## src/rtl/ptb_pkg.sv

```systemverilog
package ptb_pkg;
    localparam int CNT_W  = 14;
    localparam int BYTE_W = 8;
    localparam int VIEW_W = 2 * BYTE_W;

    typedef struct packed {
        logic [CNT_W-1:0]  cnt;
        logic              sel;
        logic [BYTE_W-1:0] hold;
    } ptb_state_t;
endpackage

```

## src/rtl/ptb_tick_select.sv

```systemverilog
module ptb_tick_select #(
    parameter int NUM_TICK = 4,
    localparam int SEL_W   = (NUM_TICK > 1) ? $clog2(NUM_TICK) : 1
) (
    input  logic [NUM_TICK-1:0] tick_in,
    input  logic [SEL_W-1:0]    tick_sel,
    output logic                tick_o
);
    logic [NUM_TICK-1:0] match;

    for (genvar i = 0; i < NUM_TICK; i++) begin : g_src
        assign match[i] = tick_in[i] && (tick_sel == SEL_W'(i));
    end

    assign tick_o = |match;
endmodule

```

## src/rtl/ptb_view_map.sv

```systemverilog
module ptb_view_map
    import ptb_pkg::*;
(
    input  logic [CNT_W-1:0]  cnt,
    input  logic              sel,
    output logic [VIEW_W-1:0] view,
    input  logic [VIEW_W-1:0] load_view,
    output logic [CNT_W-1:0]  load_cnt,
    output logic              load_sel
);
    // low count byte sits straight in the upper CPU byte
    for (genvar i = 0; i < BYTE_W; i++) begin : g_lo
        assign view[BYTE_W+i] = cnt[i];
        assign load_cnt[i]    = load_view[BYTE_W+i];
    end

    // upper count bits run backwards from CPU bit 7
    for (genvar i = BYTE_W; i < CNT_W; i++) begin : g_hi
        assign view[VIEW_W-1-i] = cnt[i];
        assign load_cnt[i]      = load_view[VIEW_W-1-i];
    end

    assign view[1]  = 1'b1;
    assign view[0]  = sel;
    assign load_sel = load_view[0];

    logic unused_fixed;
    assign unused_fixed = load_view[1];
endmodule

```

## src/rtl/ptb_window.sv

```systemverilog
module ptb_window #(
    parameter int CNT_W = 14,
    parameter int LOW_W = 12
) (
    input  logic [CNT_W-1:0] cnt,
    input  logic             wide,
    input  logic             step,
    output logic [CNT_W-1:0] win,
    output logic             roll
);
    always_comb begin
        if (wide) begin
            win  = cnt;
            roll = step && (&cnt);
        end else begin
            win  = {{(CNT_W-LOW_W){1'b0}}, cnt[LOW_W-1:0]};
            roll = step && (&cnt[LOW_W-1:0]);
        end
    end
endmodule

```

## src/rtl/pwm_timebase.sv

```systemverilog
module pwm_timebase
    import ptb_pkg::*;
#(
    parameter int NUM_CH   = 2,
    parameter int NUM_TICK = 4,
    parameter int LOW_W    = 12,
    localparam int SEL_W   = (NUM_TICK > 1) ? $clog2(NUM_TICK) : 1
) (
    input  logic                    clk,
    input  logic                    rst_n,
    input  logic                    run_en,
    input  logic                    halt,
    input  logic [NUM_TICK-1:0]     tick_in,
    input  logic [SEL_W-1:0]        tick_sel,
    input  logic                    bus_rd,
    input  logic                    bus_wr,
    input  logic                    bus_hi,
    input  logic [7:0]              bus_wdata,
    output logic [7:0]              bus_rdata,
    output logic                    reg_sel_o,
    input  logic [NUM_CH-1:0]       ch_wide,
    output logic [NUM_CH*CNT_W-1:0] win_o,
    output logic [NUM_CH-1:0]       wrap_o
);
    localparam ptb_state_t RST_ST = '{cnt: '0, sel: 1'b1, hold: '0};

    ptb_state_t        st_d, st_q;
    logic [NUM_CH-1:0] wrap_d, wrap_q;

    logic              tick_hit;
    logic [VIEW_W-1:0] view;
    logic [CNT_W-1:0]  load_cnt;
    logic              load_sel;
    logic [NUM_CH-1:0] roll;
    logic              forced, step, wr_lo, wr_hi, rd_hi;

    ptb_tick_select #(.NUM_TICK(NUM_TICK)) u_tick (
        .tick_in (tick_in),
        .tick_sel(tick_sel),
        .tick_o  (tick_hit)
    );

    ptb_view_map u_map (
        .cnt      (st_q.cnt),
        .sel      (st_q.sel),
        .view     (view),
        .load_view({st_q.hold, bus_wdata}),
        .load_cnt (load_cnt),
        .load_sel (load_sel)
    );

    assign forced = halt || !run_en;
    assign wr_lo  = bus_wr && !bus_hi;
    assign wr_hi  = bus_wr && bus_hi;
    assign rd_hi  = bus_rd && bus_hi;
    assign step   = tick_hit && !forced && !wr_lo;

    for (genvar c = 0; c < NUM_CH; c++) begin : g_ch
        ptb_window #(.CNT_W(CNT_W), .LOW_W(LOW_W)) u_win (
            .cnt (st_q.cnt),
            .wide(ch_wide[c]),
            .step(step),
            .win (win_o[c*CNT_W +: CNT_W]),
            .roll(roll[c])
        );
    end

    always_comb begin
        st_d   = st_q;
        wrap_d = '0;
        if (rd_hi) begin
            st_d.hold = view[BYTE_W-1:0];
        end
        if (wr_hi) begin
            st_d.hold = bus_wdata;
        end
        if (forced) begin
            st_d.cnt = '0;
            st_d.sel = 1'b1;
        end else if (wr_lo) begin
            st_d.cnt = load_cnt;
            st_d.sel = load_sel;
        end else if (step) begin
            st_d.cnt = st_q.cnt + 1'b1;
            wrap_d   = roll;
        end
    end

    always_ff @(posedge clk or negedge rst_n) begin
        if (!rst_n) begin
            st_q   <= RST_ST;
            wrap_q <= '0;
        end else begin
            st_q   <= st_d;
            wrap_q <= wrap_d;
        end
    end

    always_comb begin
        if (!bus_rd) begin
            bus_rdata = '0;
        end else if (bus_hi) begin
            bus_rdata = view[VIEW_W-1:BYTE_W];
        end else begin
            bus_rdata = st_q.hold;
        end
    end

    assign reg_sel_o = st_q.sel;
    assign wrap_o    = wrap_q;
endmodule

```

## config.mk

```make
export PLATFORM = sky130hd
export DESIGN_NAME = pwm_timebase
export DESIGN_NICKNAME = d
export VERILOG_FILES = /design/src/rtl/ptb_pkg.sv /design/src/rtl/ptb_tick_select.sv /design/src/rtl/ptb_view_map.sv /design/src/rtl/ptb_window.sv /design/src/rtl/pwm_timebase.sv
export SDC_FILE = /design/constraint.sdc
export NUM_CORES = 1
export LEC_CHECK = 0
export ABC_AREA = 1
export BUFFER_PORTS_ARGS = -buffer_cell sky130_fd_sc_hd__buf_2
export CORE_MARGIN = 2
export CORE_UTILIZATION = 45
export CTS_CLUSTER_SIZE = 30
export DETAILED_ROUTE_END_ITERATION = 8
export PLACE_DENSITY_LB_ADDON = 0.08
export RECOVER_POWER = 25
export SYNTH_ARGS = -nofsm -noshare
export SYNTH_HDL_FRONTEND = slang
export SYNTH_SLANG_ARGS = --single-unit
```

## constraint.sdc

```tcl
create_clock -name clk -period 2 [get_ports clk]
set_input_delay 0.2 -clock clk [delete_from_list [all_inputs] [get_ports clk]]
set_output_delay 0.2 -clock clk [all_outputs]
set_load 0.01 [all_outputs]
```

Yosys cells after proc, flatten, opt, wreduce, memory -nomap -nowiden
Index checks and enable logic that the tools add are counted.
- add/sub/neg operators: 1
- multiply operators: 0
- div/mod/pow operators: 0
- $lt $le $gt $ge: 0
- equality and inequality tests: 3
- shifts and indexed selects: 0
- mux-type cells: 15
- bitwise logic cells: 0
- reduce and logical (&&, ||, !) cells: 23
- operators by type and width (cell ; number):
    14-bit two-way mux ; 4
    8-bit two-way mux ; 4
    15-bit two-way mux ; 1
    14-bit by 1-bit adder with 14-bit output, second input constant ; 1
    14-bit AND reduction ; 1
    12-bit AND reduction ; 1
    1-bit logical AND ; 11
    2-bit two-way mux ; 3
    2-bit == test, second input constant ; 2
    1-bit zero test ; 4
    2-bit nonzero test ; 2
    4-bit OR reduction ; 1
    1-bit two-way mux ; 3
    3-bit nonzero test ; 1
    2-bit by 1-bit == test with 1-bit output, second input constant ; 1
    2-bit zero test ; 1
    1-bit logical OR ; 1
- bits in registers: 25
- latch bits: 0
- bits in writable memories: 0
- memory bits (read-only): 0
- input port bits: 23
- output and inout port bits: 39
- memories kept: 0

Longest topological paths before layout
Gate-level depths: netlist (run 1).
- depth after elaboration: 10
- gate-level depth with buffers: 10
- mapped depth without buffers: 9

By module
From an unflattened synthesis (run 1), not the netlist that was laid out.
- cells, all modules: 338
- area total of the unflattened synthesis: 2197.1 um^2
- by module, submodules not included (module ; times used ; cells an instance ; area an instance (um^2) ; sequential area each (um^2)):
    pwm_timebase ; 1 ; 229 ; 1576.5 ; 626.9
    ptb_window ; 2 ; 32 ; 166.4 ; 0.0
    ptb_view_map ; 1 ; 32 ; 236.5 ; 0.0
    ptb_tick_select ; 1 ; 13 ; 51.3 ; 0.0

Worst setup path before layout (run 1)
No wires, ideal clock.
- path type: register -> register
- start point: register st_q[9] (netlist bit)
- end point: register st_q[21] (netlist bit)
- setup time: 0.116 ns
- arrival: 1.141 ns
- required time: 1.884 ns
- path slack: 0.743 ns
- cell stages (with the launch flop): 9
- buffers on the path: 0
- period minus slack after synthesis: 1.257 ns
- cell sequence: dfrtp_1 ha_1 nand3_1 inv_1 nand3_1 nand2_1 nand3_1 nand2_1 nand2_1
- cells in the longest elaborated chain, start to end: 4
- ends and longest elaborated chain (what ; RTL line ; source):
    start: declaration ; pwm_timebase.sv:27 ; ptb_state_t st_d, st_q;
    start signal: assignment ; pwm_timebase.sv:94 ; st_q <= st_d;
    14-bit by 1-bit adder with 14-bit output ; pwm_timebase.sv:84 ; st_d.cnt = st_q.cnt + 1'b1;
    14-bit two-way mux ; pwm_timebase.sv:83 ; end else if (step) begin
    14-bit two-way mux ; pwm_timebase.sv:80 ; end else if (wr_lo) begin
    15-bit two-way mux ; pwm_timebase.sv:77 ; if (forced) begin
Every way passes these cells. The select of a mux whose other input is x is not followed.
A chain may end at the register's enable or synchronous reset.

Final worst setup path (run 1)
Same ends and word-level chain as after synthesis.

==> reports/qor_table.md, run 1 <==
| Group | Parameter | This run |
| --- | --- | --- |
| status | Result of the run | finished, final reports clean |
| clock tree | Resized cells post-CTS | 0 |
| layout | Total of fill cells in the finished design | 420 |
| floorplan | Initial standard-cell utilization of the core | 46.6% |
| pwr | Power spent charging and discharging nets | 0.359 mW |
| pwr | Sequential power share | 50.3% |
| worst setup path | Largest driver fanout on the critical path | 6 |
| worst setup path | Critical Path AT | 1690 ps |
| pwr | Clk pwr share | 27.9% |
| pwr | Power per cell area | 545 nW/um^2 |
| worst setup path | Startpoint type of the worst setup path | flip-flop |
| layout | Final standard cell utilization of the core | 52.2% |
| timing | Number of failing setup endpoints in the final timing report | 0 |
| floorplan | Num rows | 23 |
| timing | Final max-slew violation count | 0 |
| clock tree | Clock-pin slew on the worst setup and hold paths | 90 ps |
| synth | Synth Flop Type | sky130_fd_sc_hd__dfrtp_1 |
| layout | Fraction of final layout cells with drive strength greater than 1 | 24.1% |
| clock tree | Clock sink total | 25 |
| timing | Clock period minus final worst setup slack | 1510 ps |
| global route | Total global routing overflow | 0 |
| routing | Routed wire length per instance | 12.8 um |
| timing | Period utilisation layout | 75.6% |
| synth | Proportion of synthesized chip area in sequential cells | 33.9% |
| clock tree | Total CTS buffers | 3 |
| layout | Synthesis-to-finish area growth | 12.0% |
| routing | Mean number of vias per cell | 5.01 |
| synth | Area leader, netlist | sky130_fd_sc_hd__dfrtp_1 |
| pwr | Maximum ir drop on the vdd rail | 340 uV |
| worst setup path | R2r setup slk | 490 ps |
| worst setup path | Required time worst endpoint | 2180 ps |
| worst setup path | Crit path kind | flip-flop to flip-flop |
| routing | Number of detailed-routing iterations run before antenna repair | 4 |
| synth | Largest cells by area after synthesis | sky130_fd_sc_hd__dfrtp_1 32%, sky130_fd_sc_hd__nand2_1 14%, sky130_fd_sc_hd__buf_4 9.7% |
| clock tree | H-tree levels | 1 |
| place | GPL Wtd Cong | 0.833 |
| global route | Number of antenna violations at the first check in global routing | 0 |
| pwr | Leakage power total | 1.14 nW |
| clock tree | TritonCTS clock tree | built |
| synth | Number of unique standard cell types used by synthesis | 26 |
| routing | WL final | 4680 um |
| clock tree | Postcts setup bufs | 0 |
| timing | Setup repair after global routing missed its margin | no |
| worst setup path | FF-to-FF path depth | 8 |
| timing | Tightest hold margin | 116 ps |
| floorplan | Die outline width | 68.1 um |
| synth | Total standard cell area after synthesis | 1850 um^2 |
| global route | Number of global-route vias before repair | 1610 |
| routing | Remaining routing DRC violations | 0 |
| routing | Drt first-iter violations | 104 |
| clock tree | Clk root buf | sky130_fd_sc_hd__clkbuf_8 |
| timing | Worst-case clock skew | 4.03 ps |
| layout | NumNets Final | 340 |
| synth | Most instantiated library cell after synthesis | sky130_fd_sc_hd__nand2_1 |
| floorplan | Die Outline Area | 4640 um^2 |
| min path | Worst hold path cell count | 2 |
| pwr | Switching part of the total | 31.8% |
| synth | Commonest cells in the netlist | 71 x sky130_fd_sc_hd__nand2_1, 32 x sky130_fd_sc_hd__inv_1, 30 x sky130_fd_sc_hd__o21ai_0 |
| synth | Number of enable-type register cells in the synthesized netlist | 0 |
| synth | Share of the synthesized area in the top cell type | 32.5% |
| place | Number of buffers added on ports | 61 |
| synth | Syn_nets | 301 |
| routing | Antenna violation net count after detailed routing | 0 |
| clock tree | Clock latency on the worst-skew pair | 280 ps |
| flow run | Max-cap check violation count | 0 |
| global route | First-pass GRT wire length | 7660 um |
| synth | Yosys warning total | 0 |
| synth | Avg Inst Size Synth | 6.68 um^2 |
| clock tree | Longest Clk Path Bufs | 2 |
| timing | Tightest Pin Transition | 605 ps |
| timing | Worst slew margin | 59.7% |
| synth | Async SR Flop Fraction | 100% |
| pwr | Design internal power | 0.770 mW |
| timing | Final number of hold-violating endpoints | 0 |
| pwr | Combinational share of power | 21.7% |
| synth | Mapped Cells | 277 |
| routing | Vias post-DR | 1829 |
| layout | Inserted Diodes | 0 |
| synth | Total of flip-flops plus latches after synthesis | 25 |
| global route | Pin count of the biggest net entering global routing | 26 |
| place | Post-detail-place hpwl | 3560 um |
| floorplan | Core area | 3970 um^2 |
| min path | Worst min-delay path class | input pin to flip-flop |
| timing | FMAX | 661 MHz |
| floorplan | Height of the chip | 68.1 um |
| floorplan | # IOs | 62 |
| worst setup path | CP Capture Type | flip-flop |
| timing | Total Negative Setup Slacks | 0 ps |
| global route | GRT Total Usage | 22.5% |
[cells by family (layout without fill, tap and decap cells)]
family,Yosys count,after routing,share of synthesized area [%]
DFF,25,25,33.9
AOI/OAI and AO/OA,55,55,15.8
buffers and inverters,66,104,19.1
adders and majority gates,1,1,0.676
and+or+nand+nor,130,130,30.6
[per-stage QoR]
| step | instances | setup slack, ps | power [mW] | instance area [um^2] |
|---|---|---|---|---|
| 2_1_floorplan | 277 | 743 | 0.747 | 1850 |
| 3_3_place_gp | 360 | 515 | 0.824 | 2020 |
| 3_5_place_dp | 360 | 493 | 0.825 | 2020 |
| 4_1_cts | 365 | 468 | 1.14 | 2070 |
| 5_1_grt | 365 | 276 | 1.20 | 2070 |
| 6_report | 365 | 487 | 1.13 | 2070 |
[power by group through the flow]
stage / Sequential, mW / Clock [mW] / Combinational [mW]
final: 0.568 / 0.315 / 0.245
after global routing: 0.574 / 0.345 / 0.284
after CTS: 0.569 / 0.324 / 0.248
after detailed placement: 0.579 / 0 / 0.246
after global placement: 0.578 / 0 / 0.246
after floorplan: 0.571 / 0 / 0.176
[layout make-up]
| cell class | count | area (um^2) | share of cell area, % |
|---|---|---|---|
| flip-flops and latches | 25 | 627 | 30.3 |
| repair buffers | 64 | 329 | 15.9 |
| multi-input cells | 186 | 870 | 42.0 |
| clock buffers | 3 | 41.3 | 1.99 |
| inverters | 36 | 138 | 6.64 |
| well taps | 50 | 62.6 | 3.02 |
| clock inverters | 1 | 5.00 | 0.242 |
[final timing paths]
kind | startpoint | endpoint
setup / recovery | st_q[9]$_DFFE_PN0P_ | st_q[21]$_DFFE_PN0P_
hold / removal | ch_wide[0] | wrap_o[0]$_DFF_PN0_
setup reg to reg | st_q[9]$_DFFE_PN0P_ | st_q[21]$_DFFE_PN0P_
hold reg to reg | st_q[1]$_DFFE_PN0P_ | st_q[1]$_DFFE_PN0P_
max in group asynchronous | rst_n | st_q[21]$_DFFE_PN0P_
min in group asynchronous | rst_n | st_q[12]$_DFFE_PN0P_
[cells in the final DEF, fill, tap and decap left out, types with 3 or more instances in the layout]
| cell | synthesis | layout |
|---|---|---|
| sky130_fd_sc_hd__nand2_4 | 3 | 3 |
| sky130_fd_sc_hd__nor2_1 | 28 | 28 |
| sky130_fd_sc_hd__a21oi_1 | 12 | 12 |
| sky130_fd_sc_hd__o21ai_1 | 3 | 3 |
| sky130_fd_sc_hd__nand3_1 | 21 | 21 |
| sky130_fd_sc_hd__buf_2 | 3 | 60 |
| sky130_fd_sc_hd__o22ai_1 | 6 | 6 |
| sky130_fd_sc_hd__clkbuf_8 | 0 | 3 |
| sky130_fd_sc_hd__inv_2 | 3 | 3 |
| sky130_fd_sc_hd__nand2_1 | 71 | 71 |
| sky130_fd_sc_hd__o21ai_0 | 30 | 30 |
| sky130_fd_sc_hd__nand4_1 | 3 | 3 |
| sky130_fd_sc_hd__inv_1 | 32 | 32 |
| sky130_fd_sc_hd__dfrtp_1 | 24 | 24 |
[sequential cells by signal (all words and copies together) (netlist names)]
signal	cells
wrap_o	2
st_q	22
reg_sel_o	1
[critical path, cell delays in order (launching register included)]
cell and delay, ps:
sky130_fd_sc_hd__dfrtp_1 440, sky130_fd_sc_hd__ha_1 220, sky130_fd_sc_hd__nand3_1 190, sky130_fd_sc_hd__inv_1 160
sky130_fd_sc_hd__nand3_1 130, sky130_fd_sc_hd__nand2_1 90, sky130_fd_sc_hd__nand3_1 70, sky130_fd_sc_hd__nand2_1 70
sky130_fd_sc_hd__nand2_1 40
[routing by layer]
metal	vias up	track usage, %	wire, um
met1	810	31.2	2110
li1	944	-	-
met2	71	35.3	2150
met4	0	9.25	72
met3	4	2.80	348
met5	-	0	0
[timing repair]
action / in CTS / in global routing
endpoints found under the hold margin: 24 / 0
setup endpoints to repair: 0 / 0
hold buffers: 1 / 0
Power figures use the tool's default switching activity.
==> inputs of run 2 (changes only) <==
clock period = 1.5 ns   (was 2 ns; I/O delays follow)
==> run 2 against run 1 <==
Worst hold slack got worse by 34 ps. Maximum frequency increased by 11%. Critical path depth unchanged. Sequential share of layout area decreased by 1.3 points. Core utilization increased by 2.4 points. Die area unchanged. Clock power increased by 37%. First-iteration DRC count increased by 16%. Worst setup slack got worse by 350 ps. Cell count increased by 2.5%. Non-clock buffer count increased by 9.
==> reports/qor_table.md, run 2 (synthesis results as in run 1) <==
| Group | Parameter | This run |
| --- | --- | --- |
| status | Result of the run | finished, final reports clean |
| floorplan | Initial standard-cell utilization of the core | 46.6% |
| layout | Biggest register | st_q |
| pwr | Leakage power total | 1.18 nW |
| floorplan | Die Outline Area | 4640 um^2 |
| layout | Fraction of final layout cells with drive strength greater than 1 | 27.5% |
| global route | Total global routing overflow | 0 |
| clock tree | TritonCTS clock tree | built |
| place | Post-detail-place hpwl | 3700 um |
| place | Number of buffers added on ports | 61 |
| timing | Total Negative Setup Slacks | 0 ps |
| worst setup path | Critical Path AT | 1530 ps |
| layout | Total area of multi-input combinational cells | 882 um^2 |
| routing | Routed wire length per instance | 13.0 um |
| floorplan | Num rows | 23 |
| global route | Pin count of the biggest net entering global routing | 26 |
| clock tree | Clock-pin slew on the worst setup and hold paths | 100 ps |
| timing | Final max-slew violation count | 0 |
| clock tree | Total CTS buffers | 3 |
| routing | Drt first-iter violations | 121 |
| pwr | Power spent charging and discharging nets | 0.493 mW |
| floorplan | Height of the chip | 68.1 um |
| worst setup path | Crit path kind | flip-flop to flip-flop |
| place | Pre-CTS WS | 62.9 ps |
| routing | Mean number of vias per cell | 5.04 |
| floorplan | Core area | 3970 um^2 |
| layout | Total of fill cells in the finished design | 435 |
| worst setup path | Startpoint type of the worst setup path | flip-flop |
| pwr | Clk pwr share | 27.8% |
| timing | Final number of hold-violating endpoints | 0 |
| layout | Synthesis-to-finish area growth | 17.1% |
| routing | WL final | 4860 um |
| global route | GRT Total Usage | 22.7% |
| timing | Clock period minus final worst setup slack | 1360 ps |
| layout | Finished Layout Cells | 374 |
| layout | Most common cell after layout, fill and taps aside | sky130_fd_sc_hd__nand2_1 |
| min path | Worst min-delay path class | input pin to flip-flop |
| global route | Number of global-route vias before repair | 1688 |
| clock tree | H-tree levels | 1 |
| layout | Flip-flop and latch area | 628 um^2 |
| floorplan | # IOs | 62 |
| pwr | Sequential power share | 48.8% |
| timing | Min setup slack post-route | 139 ps |
| pwr | Power per cell area | 712 nW/um^2 |
| pwr | Combinational share of power | 23.3% |
| place | Number of cells after detailed placement | 368 |
| timing | FMAX | 735 MHz |
| layout | Number of flip-flops in the largest register | 22 |
| flow run | Max-cap check violation count | 0 |
| pwr | Maximum ir drop on the vdd rail | 314 uV |
| global route | Number of antenna violations at the first check in global routing | 0 |
| place | GPL Wtd Cong | 0.906 |
| routing | Vias post-DR | 1885 |
| pwr | Switching part of the total | 32.0% |
| layout | Post-layout instance area | 2170 um^2 |
| clock tree | Clock sink total | 25 |
| routing | Antenna violation net count after detailed routing | 0 |
| timing | Worst-case clock skew | 12.8 ps |
| clock tree | Longest Clk Path Bufs | 2 |
| place | Total placed instance area | 2090 um^2 |
| floorplan | Die outline width | 68.1 um |
| timing | Worst slew margin | 55.3% |
| timing | Number of failing setup endpoints in the final timing report | 0 |
| timing | Setup repair after global routing missed its margin | no |
| routing | Number of detailed-routing iterations run before antenna repair | 4 |
| routing | Remaining routing DRC violations | 0 |
| layout | NumNets Final | 349 |
| worst setup path | Largest driver fanout on the critical path | 4 |
| worst setup path | CP Capture Type | flip-flop |
| global route | First-pass GRT wire length | 7800 um |
| timing | Period utilisation layout | 90.7% |
| layout | Inserted Diodes | 0 |
| pwr | Design internal power | 1.05 mW |
| clock tree | Clock latency on the worst-skew pair | 280 ps |
| clock tree | Clk root buf | sky130_fd_sc_hd__clkbuf_8 |
| layout | Most frequent cells in the layout | 71 x sky130_fd_sc_hd__nand2_1, 60 x sky130_fd_sc_hd__buf_2, 32 x sky130_fd_sc_hd__inv_1 |
| worst setup path | Required time worst endpoint | 1670 ps |
| timing | Tightest Pin Transition | 670 ps |
[run 2: cell count changes in the layout (fill, tap and decap cells not counted), sizes merged]
cell      delta
clkbuf       +1
buf          +8
clkinvlp     +1
clkinv       -1
[run 2: per-layer routing]
metal,up-vias,share of wire (%),track usage (%)
li1,963,-,-
met1,856,49,32.2
met2,60,44,35.6
met3,6,5.5,2.47
met4,0,1.4,8.00
met5,-,0,0
[run 2: cell type report]
| class | count | share of cell area, % |
|---|---|---|
| Tap cell | 50 | 2.89 |
| Timing Repair Buffer | 73 | 18.8 |
| Inverter | 36 | 6.35 |
| Sequential cell | 25 | 29.0 |
| Multi-Input combinational cell | 186 | 40.7 |
| Clock inverter | 1 | 0.347 |
| Clock buffer | 3 | 1.91 |
[run 2: worst paths after layout]
check                               startpoint                    to  slack (ps)  depth (start not counted)
min                                 ch_wide[0]   wrap_o[0]$_DFF_PN0_          80                          2
max in group asynchronous                rst_n  st_q[11]$_DFFE_PN0P_         610                          2
min in group asynchronous                rst_n  st_q[12]$_DFFE_PN0P_         420                          2
min reg2reg                st_q[0]$_DFFE_PN0P_   st_q[0]$_DFFE_PN0P_         520                          2
max                        st_q[9]$_DFFE_PN0P_  st_q[21]$_DFFE_PN0P_         140                          8
max reg2reg                st_q[9]$_DFFE_PN0P_  st_q[21]$_DFFE_PN0P_         140                          8
[run 2: metrics by stage]
step,hold WS [ps],power (mW),util [%]
final,82.0,1.54,54.5
after global routing,76.4,1.64,54.5
after CTS,80.3,1.55,54.1
after detailed placement,189,1.12,52.6
after global placement,194,1.12,52.6
after floorplan,-146,0.997,-
[run 2: what timing repair did]
item,4_1_cts,5_1_grt
resized for setup,0,4
hold buffers,1,0
hold endpoints to repair,24,0
setup endpoints to repair,0,6
setup buffers,0,1
[run 2: power groups by stage]
stage	Combinational, mW	Sequential [mW]	Clock (mW)
floorplan	0.235	0.761	0
global placement	0.357	0.766	0
detailed placement	0.358	0.767	0
CTS	0.361	0.753	0.439
global route	0.409	0.760	0.473
finish	0.360	0.753	0.430
[run 2: worst max-delay path: stages, from the launching register on]
cell and delay (ps):
sky130_fd_sc_hd__dfrtp_1 390, sky130_fd_sc_hd__ha_2 210, sky130_fd_sc_hd__nand3_2 120, sky130_fd_sc_hd__inv_1 150, sky130_fd_sc_hd__nand3_2 110, sky130_fd_sc_hd__nand2_1 80
sky130_fd_sc_hd__nand3_1 70, sky130_fd_sc_hd__nand2_1 70, sky130_fd_sc_hd__nand2_1 40
